<file path="src/rtl/mmss_clock.sv">
module mmss_clock #(
  parameter int CLK_HZ    = 20_000_000,
  parameter int TICK_HZ   = 1,
  parameter int SAMPLE_HZ = 100
) (
  input  logic        clk,
  input  logic        rst_n,
  input  logic        key_set_n,
  input  logic        key_pos_n,
  input  logic        key_add_n,
  input  logic        key_clr_n,
  output logic        tick_1hz,
  output logic        tick_100hz,
  output logic        setting,
  output logic [15:0] bcd,
  output logic [3:0]  dig_sel_n,
  output logic [27:0] seg_n
);

  localparam int SEC_DIV  = CLK_HZ / TICK_HZ;
  localparam int HALF_DIV = SEC_DIV / 2;
  localparam int SMP_DIV  = CLK_HZ / SAMPLE_HZ;
  localparam int SW = (SEC_DIV > 1) ? $clog2(SEC_DIV) : 1;
  localparam int PW = (SMP_DIV > 1) ? $clog2(SMP_DIV) : 1;

  logic [SW-1:0] sec_cnt;
  logic [PW-1:0] smp_cnt;
  logic          phase_q;
  logic [1:0]    sel_q;
  logic [3:0]    dig_q [4];
  logic [4:0]    step;

  assign tick_1hz   = (sec_cnt == SW'(SEC_DIV - 1));
  assign tick_100hz = (smp_cnt == PW'(SMP_DIV - 1));
  assign dig_sel_n  = ~(4'b0001 << sel_q);

  always_ff @(posedge clk or negedge rst_n) begin
    if (!rst_n) begin
      sec_cnt <= '0;
      smp_cnt <= '0;
      phase_q <= 1'b0;
    end else begin
      sec_cnt <= tick_1hz ? '0 : sec_cnt + 1'b1;
      smp_cnt <= tick_100hz ? '0 : smp_cnt + 1'b1;
      if (tick_1hz || sec_cnt == SW'(HALF_DIV - 1)) phase_q <= ~phase_q;
    end
  end

  always_ff @(posedge clk or negedge rst_n) begin
    if (!rst_n) begin
      setting <= 1'b0;
      sel_q   <= 2'd0;
    end else begin
      if (!key_set_n) setting <= ~setting;
      if (!key_pos_n) sel_q <= sel_q + 2'd1;
    end
  end

  assign step[0] = tick_1hz && !setting;

  function automatic logic [6:0] seg_of(input logic [3:0] v);
    case (v)
      4'd0: seg_of = 7'b0000001;
      4'd1: seg_of = 7'b1001111;
      4'd2: seg_of = 7'b0010010;
      4'd3: seg_of = 7'b0000110;
      4'd4: seg_of = 7'b1001100;
      4'd5: seg_of = 7'b0100100;
      4'd6: seg_of = 7'b0100000;
      4'd7: seg_of = 7'b0001111;
      4'd8: seg_of = 7'b0000000;
      4'd9: seg_of = 7'b0000100;
      default: seg_of = 7'b1111111;
    endcase
  endfunction

  for (genvar i = 0; i < 4; i++) begin : g_dig
    localparam logic [3:0] TOP = (i % 2 == 0) ? 4'd9 : 4'd5;
    logic at_top, bump;
    assign at_top     = (dig_q[i] == TOP);
    assign step[i+1]  = step[i] && at_top;
    assign bump       = step[i] || (setting && !key_add_n && sel_q == 2'(i));

    always_ff @(posedge clk or negedge rst_n) begin
      if (!rst_n)          dig_q[i] <= 4'd0;
      else if (!key_clr_n) dig_q[i] <= 4'd0;
      else if (bump)       dig_q[i] <= at_top ? 4'd0 : dig_q[i] + 4'd1;
    end

    assign bcd[4*i +: 4] = dig_q[i];
    assign seg_n[7*i +: 7] = (setting && phase_q && sel_q == 2'(i)) ? 7'b1111111
                                                                     : seg_of(dig_q[i]);

    assert_digit_range_R3: assert property (@(posedge clk) disable iff (!rst_n)
      dig_q[i] <= TOP);
  end

  assert_tick_single_R1: assert property (@(posedge clk) disable iff (!rst_n)
    tick_1hz |=> !tick_1hz);
  assert_sel_onehot_R6: assert property (@(posedge clk) disable iff (!rst_n)
    $countones(~dig_sel_n) == 1);
  assert_mode_toggle_R5: assert property (@(posedge clk) disable iff (!rst_n)
    !key_set_n |=> setting != $past(setting));
  assert_hold_in_set_R7: assert property (@(posedge clk) disable iff (!rst_n)
    (setting && key_add_n && key_clr_n) |=> $stable(bcd));
  assert_clear_zero_R9: assert property (@(posedge clk) disable iff (!rst_n)
    !key_clr_n |=> bcd == 16'h0000);
  assert_seg_blank_R11: assert property (@(posedge clk) disable iff (!rst_n)
    !setting |-> seg_n[6:0] != 7'b1111111);

endmodule

</file>
<file path="config.mk">
export PLATFORM = sky130hd
export DESIGN_NAME = mmss_clock
export DESIGN_NICKNAME = d
export VERILOG_FILES = /design/src/rtl/mmss_clock.sv
export SDC_FILE = /design/constraint.sdc
export NUM_CORES = 1
export LEC_CHECK = 0
export ABC_CLOCK_PERIOD_IN_PS = 5250
export BUFFER_PORTS_ARGS = -buffer_cell sky130_fd_sc_hd__buf_2
export CAP_MARGIN = 10
export CELL_PAD_IN_SITES_DETAIL_PLACEMENT = 0
export CELL_PAD_IN_SITES_GLOBAL_PLACEMENT = 1
export CORE_UTILIZATION = 47
export DETAILED_ROUTE_END_ITERATION = 12
export HOLD_SLACK_MARGIN = 0.1
export PLACE_DENSITY_LB_ADDON = 0.1
export RECOVER_POWER = 50
export SETUP_SLACK_MARGIN = 0.5
export SYNTH_ARGS = -nofsm -noshare
export SYNTH_HDL_FRONTEND = slang
export SYNTH_SLANG_ARGS = --single-unit
</file>
<file path="constraint.sdc">
create_clock -name clk -period 5.25 [get_ports clk]
set_input_delay 1.05 -clock clk [delete_from_list [all_inputs] [get_ports clk]]
set_output_delay 1.05 -clock clk [all_outputs]
set_load 0.03 [all_outputs]
</file>
Yosys cells after proc, flatten, opt, wreduce, memory -nomap -nowiden
Memories as Yosys holds them, arrays and structs flattened.
Cells that the tools add are included.
- logic and storage cells: 78
- memories: 4
- memory bits (read-only): 448
- latch bits: 0
- input bits: 6
- output and inout port bits: 51
- memory bits (writable): 0
- register bits: 63
- memory list (name ; words ; width ; read ports ; clocked after Yosys merged registers in ; wr ports ; RTL line ; RTL):
    (name not given) ; 16 ; 7 ; 1 ; 0 ; 0 ; 62 ; case (v)
    (name not given) ; 16 ; 7 ; 1 ; 0 ; 0 ; 62 ;
    (name not given) ; 16 ; 7 ; 1 ; 0 ; 0 ; 62 ;
    (name not given) ; 16 ; 7 ; 1 ; 0 ; 0 ; 62 ;
- equality and inequality tests: 14
- reductions and logical operators: 22
- mux-type cells: 18
- $lt $le $gt $ge: 0
- div/mod/pow operators: 0
- add/subtract/negate cells: 7
- shift-type cells: 1
- multipliers: 0
- bitwise logic cells: 3
- operators with widths (kind ; count):
    4-bit two-way mux ; 12
    7-bit two-way mux ; 4
    25-bit by 1-bit adder with 25-bit output, second input constant ; 1
    25-bit by 24-bit equality test with 1-bit output, second input constant ; 1
    25-bit equality test, second input constant ; 1
    25-bit two-way mux ; 1
    18-bit by 1-bit adder with 18-bit output, second input constant ; 1
    18-bit equality test, second input constant ; 1
    18-bit two-way mux ; 1
    4-bit by 1-bit adder with 4-bit output, second input constant ; 4
    1-bit logical AND ; 14
    4-bit by 3-bit equality test with 1-bit output, second input constant ; 2
    4-bit equality test, second input constant ; 2
    2-bit by 1-bit != test with 1-bit output, second input constant ; 4
    1-bit logical OR ; 5
    2-bit equality test, second input constant ; 2
    4-bit NOT ; 1
    1-bit by 2-bit left shift with 4-bit output, first input constant ; 1
    2-bit by 1-bit adder with 2-bit output, second input constant ; 1
    2-bit by 1-bit equality test with 1-bit output, second input constant ; 1
    1-bit logical NOT ; 2
    2-bit logical NOT ; 1
    1-bit NOT ; 2

Logic depth before layout (Yosys ltp)
- word-level depth: 8
- depth in mapped cells: 7
- mapped depth without buffers: 7

Worst setup path after synthesis
No wires, ideal clock.
- path kind: reg-to-output
- start point: register dig_q (netlist bit bcd[8])
- end point: output seg_n[17]
- slack: 2.320 ns
- required time: 4.200 ns
- path buffers: 0
- data arrival time: 1.880 ns
- stages on the path, launching flop included: 6
- path through: dfrtp_1 > inv_1 > ha_1 > nand2_1 > o21ai_0 > o21ai_0
- cells in the longest elaborated chain, start to end: 2
- RTL lines (element ; RTL line ; RTL):
    start: declaration ; 30 ; logic [3:0] dig_q [4];
    start signal: indexed assignment ; 87 ; else if (bump) dig_q[i] <= at_top ? 4'd0 : dig_q[i] + 4'd1;
    memory read 16 x 7 bit ; -- ;
    7-bit two-way mux ; 91 ; assign seg_n[7*i +: 7] = (setting && phase_q && sel_q == 2'(i)) ? 7'b1111111
    end: declaration ; 17 ; output logic [27:0] seg_n
Every way passes these cells.

Final worst setup path
- start point: register sec_cnt[0]
- end point: output tick_1hz
- cells in the longest elaborated chain, start to end: 1
- RTL lines (element ; RTL line ; RTL):
    start: declaration ; 26 ; logic [SW-1:0] sec_cnt;
    start signal: assignment ; 43 ; sec_cnt <= tick_1hz ? '0 : sec_cnt + 1'b1;
    25-bit equality test ; 33 ; assign tick_1hz = (sec_cnt == SW'(SEC_DIV - 1));
    end: declaration ; 12 ; output logic tick_1hz,
Every way passes these cells.

==> flow_metrics.py <==
metrics = {
    "status": {
        "status": "finished, final reports clean",
    },
    "drt": {
        "first_iter_violations": 146,
        "routedWlPerCell_um": 13.59,
        "dr.pass1.iters": 4,
        "postRouteAntennaNets": 0,
        "vias": 3265,
        "wirelength_um": 8248,
        "drc": 0,
        "viasPerCell": 5.379,
    },
    "synthesis": {
        "ys_types": 51,
        "synth_compound_area_share_pct": 11.49,
        "synth_edf_count": 0,
        "syn_area_um2": 3998,
        "synth_warnings": 0,
        "synth_flop_cell": "dfrtp_1",
        "yosysSeqAreaShare_pct": 39.44,
        "synth_seq_cells": 63,
        "synth_adder_area_share_pct": 8.138,
        "synthXorXnorAreaFrac_pct": 8.983,
        "syn_inst": 443,
        "synth_mux_area_share_pct": 2.567,
        "async_reset_ff_share_pct": 100.0,
        "synth_area_per_cell_um2": 9.024,
        "synth_top_family_by_area": "simple AND/OR/NAND/NOR gates",
        "synth_nets": 475,
        "yosys.area_share.simple_pct": 25.63,
    },
    "clock_tree": {
        "cts_setup_buffers": 0,
        "cts_tree": "done",
        "cts_buffers": 9,
        "cts-htree-levels": 3,
        "root_buffer": "clkbuf_8",
        "cts.path.max_buffers": 2,
        "cts_resized": 0,
        "clock_sinks": 63,
        "clock_latency_ns": 0.34,
        "clk_pin_slew_ns": 0.08,
        "hold_buffers": 0,
    },
    "cells_and_area": {
        "final_common_cell": "dfrtp_1",
        "diodes": 0,
        "nets": 529,
        "fillers": 765,
        "layout-drive-gt1-share_pct": 16.53,
        "multi_input_area_um2": 2251,
        "regArea_um2": 1577,
        "syn2layout_area_growth_pct": 14.68,
        "layout_common_cells": "dfrtp_1 (63), buf_2 (55), nand2_1 (50), nor2_1 (41), o21ai_0 (33)",
        "instances_no_fill": 607,
    },
    "worst_setup_path": {
        "critPathKind": "reg -> out",
        "crit_path_end_kind": "primary output",
        "crit_fanout": 13,
        "required_ns": 4.20,
        "critPathLaunch": "sec_cnt[0]",
        "critPathMaxStageDelay_ns": 0.48,
        "cpMaxStageDelayCell": "clkbuf_1",
        "start_kind": "flip-flop",
        "arrival_ns": 2.57,
        "cp_cell_sequence": "ha_1, and3_1, nand4_1, nor2_1, clkbuf_1, buf_2",
        "r2r-start": "bcd[5]",
    },
    "pwr": {
        "seq_power_share_pct": 32.5,
        "switching_share_pct": 43.43,
        "p_per_area_nw_per_um2": 425.6,
        "clkPwrFrac_pct": 27.1,
        "comb_power_share_pct": 40.4,
        "peakVddDrop_v": 0.0002077,
        "p_int_mw": 1.104,
        "power_mw": 1.951,
        "p_leak_nw": 2.194,
        "p_switching_mw": 0.8473,
    },
    "floorplanning": {
        "start_util_pct": 48.65,
        "num_io_pins": 57,
        "die_h_um": 94.23,
        "die_width_um": 94.23,
        "coreArea_um2": 8217,
        "rows": 33,
        "dieArea_um2": 8878,
    },
    "placed_design": {
        "port_buffers": 56,
        "dpl.hpwl_um": 5952,
        "placedCellCount": 591,
        "place_congestion": 0.7734,
    },
    "timing": {
        "slew_viol_final": 0,
        "setup_viol_count_final": 0,
        "tightestPinTransition_ns": 0.9491,
        "maxSlewHeadroom_pct": 36.14,
        "rsz0062_at_grt": "false",
        "fin_skew_ns": 0.01204,
        "fin_hold_ws_ns": 0.4877,
        "finalHoldViolations": 0,
        "fin_crit_sh_pct": 68.87,
        "fmax_mhz": 276.6,
        "min_period_ns": 3.615,
        "fin_setup_tns_ns": 0,
    },
    "flow_run": {
        "drv_cap": 0,
    },
    "global_routing": {
        "grt_pass1_wl_um": 13960,
        "grt.total_usage_pct": 20.15,
        "grt_max_degree": 64,
        "grt_pass1_vias": 2961,
        "antenna_found_initial": 0,
        "grt-ovfl-total": 0,
    },
    "min_path": {
        "holdCritPathClass": "reg -> reg",
        "min_from": "smp_cnt[0]",
    },
}
[worst max-delay path, delay by kind of cell (launching register included)]
| family | cells | cell delay (ns) |
|---|---|---|
| adder cells (fa/ha/maj) | 1 | 0.22 |
| buffers and inverters | 2 | 0.78 |
| flip-flops | 1 | 0.41 |
| AND/OR/NAND/NOR | 3 | 0.81 |
[path summary, 6_finish.rpt]
kind                            depth (start not counted)     endpoint  slack (ns)
max in group asynchronous                               2  sec_cnt[18]        3.85
min in group asynchronous                               2      bcd[13]        0.88
worst min-delay path                                    1   smp_cnt[0]        0.49
worst max register to register                          7      bcd[13]        2.89
worst min register to register                          1   smp_cnt[0]        0.49
worst max-delay path                                    6     tick_1hz        1.63
[registers in the layout (all words and copies together), names as in the netlist]
| name | count |
|---|---|
| sec_cnt | 25 |
| smp_cnt | 18 |
| bcd | 16 |
| sel_q | 2 |
| phase_q | 1 |
| setting | 1 |
[area by class of cell]
cell class / count / area share (%)
clock buffers: 9 / 2.702
clock inverters: 7 / 2.729
inverters: 23 / 1.883
multi-input cells: 342 / 49.10
flip-flops and latches: 63 / 34.39
well taps: 105 / 2.866
repair buffers: 58 / 6.332
[synth_stat cells (4+ instances only)]
master / number / area [um2]
dfrtp_1: 63 / 1577
nand2_1: 50 / 187.7
nor2_1: 41 / 153.9
o21ai_0: 33 / 165.2
ha_1: 26 / 325.3
nand3_1: 24 / 120.1
inv_1: 23 / 86.33
xor2_1: 21 / 183.9
xnor2_1: 20 / 175.2
nand4_1: 13 / 81.33
a21oi_1: 12 / 60.06
and3_1: 12 / 75.07
nor2b_1: 12 / 75.07
clkbuf_1: 10 / 37.54
mux2i_1: 8 / 80.08
nor3_1: 8 / 40.04
and2_1: 6 / 37.54
o211ai_1: 5 / 37.54
a32o_1: 4 / 40.04
o22ai_1: 4 / 25.02
o31ai_1: 4 / 30.03
[kinds of logic after synthesis]
family | after synthesis
buffers and inverters | 38
DFF | 63
muxes | 10
adders and majority gates | 26
and+or+nand+nor | 193
xor gates and xnor gates | 41
AOI/OAI and AO/OA | 72
[per-stage QoR]
step	setup WS (ns)	util, %	area, um2
after detailed placement	2.543	53.07	4360
after floorplan	2.320	-	3998
after CTS	2.146	56.10	4609
after global routing	1.368	55.79	4584
after global placement	2.597	53.07	4360
final	1.635	55.79	4584
[routing by layer]
metal | track usage [%] | share of wire [%]
met3 | 4.288 | 3.9
met2 | 33.09 | 48
met1 | 26.82 | 48
met5 | 0 | 0
met4 | 5.256 | 0.52
[power groups by stage]
stage               Combinational, mW  Sequential [mW]  Clock [mW]
global placement                0.792            0.640           0
finish                          0.789            0.634       0.528
global route                    0.867            0.647       0.567
CTS                             0.798            0.632       0.546
floorplan                       0.577            0.646           0
detailed placement              0.795            0.643           0
Power figures use the tool's default switching activity.
